==> src/rtl/dtg_pkg.sv <==
`timescale 1ns/1ps
package dtg_pkg;

  localparam int unsigned DTG_CH = 2;
  localparam int unsigned CH_MAIN = 0;
  localparam int unsigned CH_COMP = 1;

  // Effective delay: dead time only applies when both outputs are enabled.
  function automatic logic [7:0] dtg_eff_delay(input logic [7:0] dt,
                                               input logic en_a,
                                               input logic en_b);
    return (en_a && en_b) ? dt : 8'd0;
  endfunction

  // Pin level from shaped phase, enable, polarity and master enable.
  function automatic logic dtg_pin_level(input logic act,
                                         input logic en,
                                         input logic pol,
                                         input logic oe);
    logic drive;
    drive = oe & en & act;
    return drive ^ pol;
  endfunction

endpackage

==> src/rtl/dtg_edge_delay.sv <==
`timescale 1ns/1ps
module dtg_edge_delay #(
  parameter int unsigned CNT_W = 8
) (
  input  logic             clk,
  input  logic             rst,
  input  logic             lvl_i,
  input  logic [CNT_W-1:0] dt_i,
  output logic             act_o,
  output logic             rise_o,
  output logic             busy_o
);

  logic             lvl_q;
  logic [CNT_W-1:0] cnt_q;
  logic             act_q;
  logic             rise;

  assign rise   = lvl_i & ~lvl_q;
  assign rise_o = rise;
  assign busy_o = (cnt_q != '0);
  assign act_o  = act_q;

  always_ff @(posedge clk) begin
    if (rst) begin
      lvl_q <= 1'b0;
      cnt_q <= '0;
      act_q <= 1'b0;
    end else begin
      lvl_q <= lvl_i;
      if (!lvl_i) begin
        cnt_q <= '0;
        act_q <= 1'b0;
      end else if (rise) begin
        cnt_q <= dt_i;
        act_q <= (dt_i == '0);
      end else if (cnt_q != '0) begin
        cnt_q <= cnt_q - 1'b1;
        act_q <= (cnt_q == CNT_W'(1));
      end else begin
        act_q <= 1'b1;
      end
    end
  end

  // level gone at the previous edge means phase inactive now
  a_r4_fall_immediate: assert property (@(posedge clk) disable iff (rst)
    !$past(lvl_i) |-> !act_q);

  // a running count keeps the phase inactive
  a_r5_count_blocks: assert property (@(posedge clk) disable iff (rst)
    (cnt_q != '0) |-> !act_q);

  // a pending count steps down by one while the level holds
  a_r10_count_steps: assert property (@(posedge clk) disable iff (rst)
    ((cnt_q != '0) && lvl_i) |=> (cnt_q == CNT_W'($past(cnt_q) - 1'b1)));

endmodule

==> src/rtl/dtg_pin_stage.sv <==
`timescale 1ns/1ps
module dtg_pin_stage
  import dtg_pkg::*;
(
  input  logic act_i,
  input  logic en_i,
  input  logic pol_i,
  input  logic oe_i,
  output logic pin_o
);

  always_comb pin_o = dtg_pin_level(act_i, en_i, pol_i, oe_i);

  // with the pin gated off it shows its polarity bit
  always_comb begin
    if (!(oe_i && en_i)) begin
      a_r9_idle_level: assert (pin_o == pol_i);
    end
  end

endmodule

==> src/rtl/dtg_complementary.sv <==
`timescale 1ns/1ps
module dtg_complementary
  import dtg_pkg::*;
#(
  parameter int unsigned DT_W = 8
) (
  input  logic            clk,
  input  logic            rst,
  input  logic            ref_in,
  input  logic [DT_W-1:0] dt_val,
  input  logic            main_en,
  input  logic            comp_en,
  input  logic            main_pol,
  input  logic            comp_pol,
  input  logic            out_en,
  output logic            main_out,
  output logic            comp_out
);

  localparam int unsigned NCH = DTG_CH;

  logic [DT_W-1:0] eff_dt;
  logic            dt_on;
  logic [NCH-1:0]  lvl;
  logic [NCH-1:0]  act;
  logic [NCH-1:0]  rise_evt;
  logic [NCH-1:0]  busy;
  logic [NCH-1:0]  en;
  logic [NCH-1:0]  pol;
  logic [NCH-1:0]  pin;

  assign dt_on  = main_en & comp_en;
  assign eff_dt = DT_W'(dtg_eff_delay(8'(dt_val), main_en, comp_en));

  assign lvl[CH_MAIN] = ref_in;
  assign lvl[CH_COMP] = ~ref_in;
  assign en[CH_MAIN]  = main_en;
  assign en[CH_COMP]  = comp_en;
  assign pol[CH_MAIN] = main_pol;
  assign pol[CH_COMP] = comp_pol;

  for (genvar g = 0; g < NCH; g++) begin : g_ch
    dtg_edge_delay #(.CNT_W(DT_W)) u_delay (
      .clk   (clk),
      .rst   (rst),
      .lvl_i (lvl[g]),
      .dt_i  (eff_dt),
      .act_o (act[g]),
      .rise_o(rise_evt[g]),
      .busy_o(busy[g])
    );
    dtg_pin_stage u_pin (
      .act_i(act[g]),
      .en_i (en[g]),
      .pol_i(pol[g]),
      .oe_i (out_en),
      .pin_o(pin[g])
    );
  end

  assign main_out = pin[CH_MAIN];
  assign comp_out = pin[CH_COMP];

  // the two shaped phases are never active together
  a_r6_no_overlap: assert property (@(posedge clk) disable iff (rst)
    !(act[CH_MAIN] && act[CH_COMP]));

  // only one phase can start a count at a time
  a_r3_one_edge: assert property (@(posedge clk) disable iff (rst)
    $onehot0(rise_evt));

  // with dead time off no phase is ever waiting
  a_r7_no_wait_single: assert property (@(posedge clk) disable iff (rst)
    (!$past(dt_on) && !dt_on) |-> !(|busy));

  // after a reset edge both phases are inactive
  a_r1_reset_clear: assert property (@(posedge clk)
    $past(rst) |-> (act == '0));

endmodule

==> config.mk <==
export PLATFORM = sky130hd
export DESIGN_NAME = dtg_complementary
export DESIGN_NICKNAME = d
export VERILOG_FILES = /design/src/rtl/dtg_pkg.sv /design/src/rtl/dtg_edge_delay.sv /design/src/rtl/dtg_pin_stage.sv /design/src/rtl/dtg_complementary.sv
export SDC_FILE = /design/constraint.sdc
export NUM_CORES = 1
export LEC_CHECK = 0
export ABC_CLOCK_PERIOD_IN_PS = 1900
export BUFFER_PORTS_ARGS = -buffer_cell sky130_fd_sc_hd__buf_2
export CAP_MARGIN = 20
export CORE_UTILIZATION = 40
export CTS_BUF_LIST = sky130_fd_sc_hd__clkbuf_16
export DETAILED_ROUTE_END_ITERATION = 10
export PLACE_DENSITY = 0.69
export RECOVER_POWER = 100
export SLEW_MARGIN = 30
export SYNTH_ARGS = -nofsm -noshare
export SYNTH_HDL_FRONTEND = slang
export SYNTH_SLANG_ARGS = --single-unit
==> constraint.sdc <==
create_clock -name clk -period 1.9 [get_ports clk]
set_input_delay 0.38 -clock clk [delete_from_list [all_inputs] [get_ports clk]]
set_output_delay 0.38 -clock clk [all_outputs]
set_load 0.01 [all_outputs]
==> impl_metrics.csv <==
group,metric,value,unit
run_status,outcome,"finished clean",
floorplanning,io_pins,18,
power,pwr_density_cell,976,nW/um^2
setup_path,crit_buf_inv,0,
layout,nNetsFinal,173,
timing,fin_hold_ws,0.422,ns
timing,finalHoldViolations,0,
synthesis,synthTopCellsByArea,"dfxtp_1 35%, xnor2_1 6.2%, a21oi_1 4.9%, ha_1 4.4%, a211oi_1 4.0%",
timing,slew_headroom,0.613,
global_routing,grt_start_max_net_pins,14,
clock_network,post_cts_buffers,0,
synthesis,synth_top_area_frac,0.354,
floorplanning,die_x,55.1,um
drt,vias_per_cell,5.66,
floorplanning,rows,18,
timing,tightestPinTransition,0.575,ns
synthesis,synth_cells,128,
global_routing,gr-usage-all-layers,0.191,
timing,setup-tns-final,0,ns
setup_path,critPathLaunchType,"flip-flop",
synthesis,async_flop_share,0,
timing,final.min_clock_period,1.78,ns
power,ir_drop,474,uV
global_routing,grt_pass1_wl,4080,um
clock_network,numCtsBuffers,3,
clock_network,cts_root_buf,"clkbuf_16",
drt,routed_wl,2610,um
layout,drive_above_1_share,0.191,
place,place.gp.congestion,0.870,
layout,area_growth,19.5,%
power,total_power,1320,uW
clock_network,ctsResizeCount,0,
drt,drt_first_iter_violations,10,
clock_network,clk_path_buf_depth,2,
synthesis,synth_cell_type_count,39,
timing,finalSetupViolCount,0,
synthesis,ys.flop_type,"dfxtp_1",
clock_network,clk-insertion-delay-late,0.25,ns
setup_path,cp.arrival,1.96,ns
synthesis,synth_nets,148,
place,postPlaceCellArea,1290,sq um
setup_path,max_stage_delay,0.55,ns
synthesis,ys_ff_latch,20,
place,hpwl,2050,um
layout,stdcell_count,182,
timing,clock_skew,0.00177,ns
synthesis,synth-edff-count,0,
power,p_leak,0.000542,uW
setup_path,slowest_stage,"nor4_1",
place,numPortBuffers,17,
drt,ant_nets,0,
setup_path,crit_type,"reg2reg",
drt,post_drt_wl_per_cell,14.3,um
timing,min_period_over_period,0.936,
clock_network,cts_tree,"done",
synthesis,syn_area,1130,sq um
setup_path,path_cells,"nor4_1, and3_1, mux2_2, o22ai_1",
clock_network,ctsHoldBuffers,0,
job,drv_cap,0,
synthesis,yosysSeqAreaShare,0.354,
layout,final_area,1350,sq um
layout,fill_cells,251,
layout,antenna_cells,0,
floorplanning,core-area,2570,sq um
setup_path,end_kind,"flip-flop",
place,place_inst,178,
timing,slew_viol_final,0,
setup_path,cp_top_family,"simple AND/OR/NAND/NOR gates",
drt,drc,0,
drt,detail_route.first_pass.iterations,4,
synthesis,ys_warn_count,0,
hold_path,min_path_type,"in2reg",
setup_path,worstPathRequired,2.08,ns
clock_network,cts_sinks,20,
clock_network,clkTransAtPathRegs,0.06,ns
clock_network,cts_htree_levels,1,
synthesis,yosysTopAreaCell,"dfxtp_1",
global_routing,grt_pass1_vias,983,
floorplanning,die_h,55.1,um
setup_path,worstPathMaxFanout,6,
timing,rsz0062_at_grt,"false",
synthesis,syn_area_per_cell,8.83,sq um
drt,vias,1031,
floorplanning,initial_core_util,0.440,
global_routing,grt-ovfl-total,0,
global_routing,antenna_found_initial,0,
floorplanning,die-area,3040,sq um
timing,max_freq,562,MHz
==> cell usage in the layout (no fill, tap or decap), drive strengths merged, types with 2 or more instances in the layout <==
master / synthesis / layout
ha: 4 / 4
a21oi: 11 / 11
o31ai: 2 / 2
mux2: 2 / 2
inv: 5 / 5
nand2b: 2 / 2
nor2: 10 / 10
or3: 2 / 2
xnor2: 8 / 8
clkbuf: 3 / 8
o21ai: 3 / 3
or4: 2 / 2
and3: 4 / 4
nor3: 2 / 2
nand2: 10 / 10
buf: 0 / 18
a211oi: 8 / 8
o22ai: 2 / 2
xor2: 3 / 3
o2111ai: 2 / 2
nand3: 3 / 3
and2: 2 / 2
dfxtp: 20 / 20
nor4: 6 / 6
==> synthesized netlist by cell type (2+ instances only) <==
| cell | n |
|---|---|
| a211oi_1 | 6 |
| a211oi_2 | 2 |
| a21oi_1 | 11 |
| and3_1 | 4 |
| clkbuf_1 | 3 |
| dfxtp_1 | 20 |
| ha_1 | 4 |
| inv_1 | 5 |
| mux2_2 | 2 |
| nand2_1 | 10 |
| nand2b_1 | 2 |
| nand3_1 | 3 |
| nor2_1 | 10 |
| nor3_1 | 2 |
| nor4_1 | 4 |
| nor4_4 | 2 |
| o2111ai_1 | 2 |
| o21ai_0 | 2 |
| o22ai_1 | 2 |
| o31ai_1 | 2 |
| or3_1 | 2 |
| or4_4 | 2 |
| xnor2_1 | 8 |
| xor2_1 | 3 |
==> metrics by stage <==
stage / worst slack, ns / util
2_1_floorplan: 0.306 / -
3_3_place_gp: 0.257 / 0.501
3_5_place_dp: 0.152 / 0.501
4_1_cts: 0.140 / 0.532
5_1_grt: 0.0158 / 0.526
6_report: 0.121 / 0.526
==> registers in the layout (all words and copies together) (netlist names) <==
register,cells
g_ch.u_delay.act_o,2
g_ch.u_delay.cnt_q,16
g_ch.u_delay.lvl_q,2
==> power breakdown <==
part | leakage [uW] | switching (uW) | internal, uW | total (uW)
Clock | 0.0000385 | 150 | 280 | 430
Sequential | 0.000164 | 43.8 | 456 | 500
Combinational | 0.000339 | 196 | 191 | 387
Total | 0.000542 | 390 | 927 | 1320
==> tightest hold or removal path: stages <==
cell and delay [ns]:
buf_2 0.12, nand3_1 0.06, a21oi_1 0.05
==> cell type report <==
type                       count  area, sq um  area share
inverter                       5         18.8      0.0139
clock inverter                 1         3.75     0.00278
tap                           30         37.5      0.0278
sequential                    20          400       0.297
timing repair buffer          23          119      0.0880
clock buffer                   3         75.1      0.0556
multi-input combinational    100          696       0.515
==> cell families after synthesis <==
family          synth area share
compound gates             0.206
xor+xnor                  0.0853
fa+ha+maj                 0.0443
buf+inv                   0.0266
flops                      0.354
mux                       0.0288
simple gates               0.255
==> path summary, 6_finish.rpt <==
check	start	end	slack, ns	depth (start not counted)
min	dt_val[2]	g_ch[1].u_delay.cnt_q[2]	0.42	3
max reg2reg	g_ch[0].u_delay.cnt_q[4]	g_ch[0].u_delay.cnt_q[1]	0.12	4
min reg2reg	g_ch[0].u_delay.cnt_q[0]	g_ch[0].u_delay.cnt_q[0]	0.58	2
max	g_ch[0].u_delay.cnt_q[4]	g_ch[0].u_delay.cnt_q[1]	0.12	4
==> per-layer routing <==
metal | vias up | GRT usage | share of wire
li1 | 519 | - | -
met1 | 487 | 0.221 | 0.46
met2 | 19 | 0.345 | 0.50
met3 | 6 | 0.0219 | 0.027
met4 | 0 | 0.0917 | 0.010
met5 | - | 0 | 0
No activity file was read; power rests on OpenSTA's default activity.
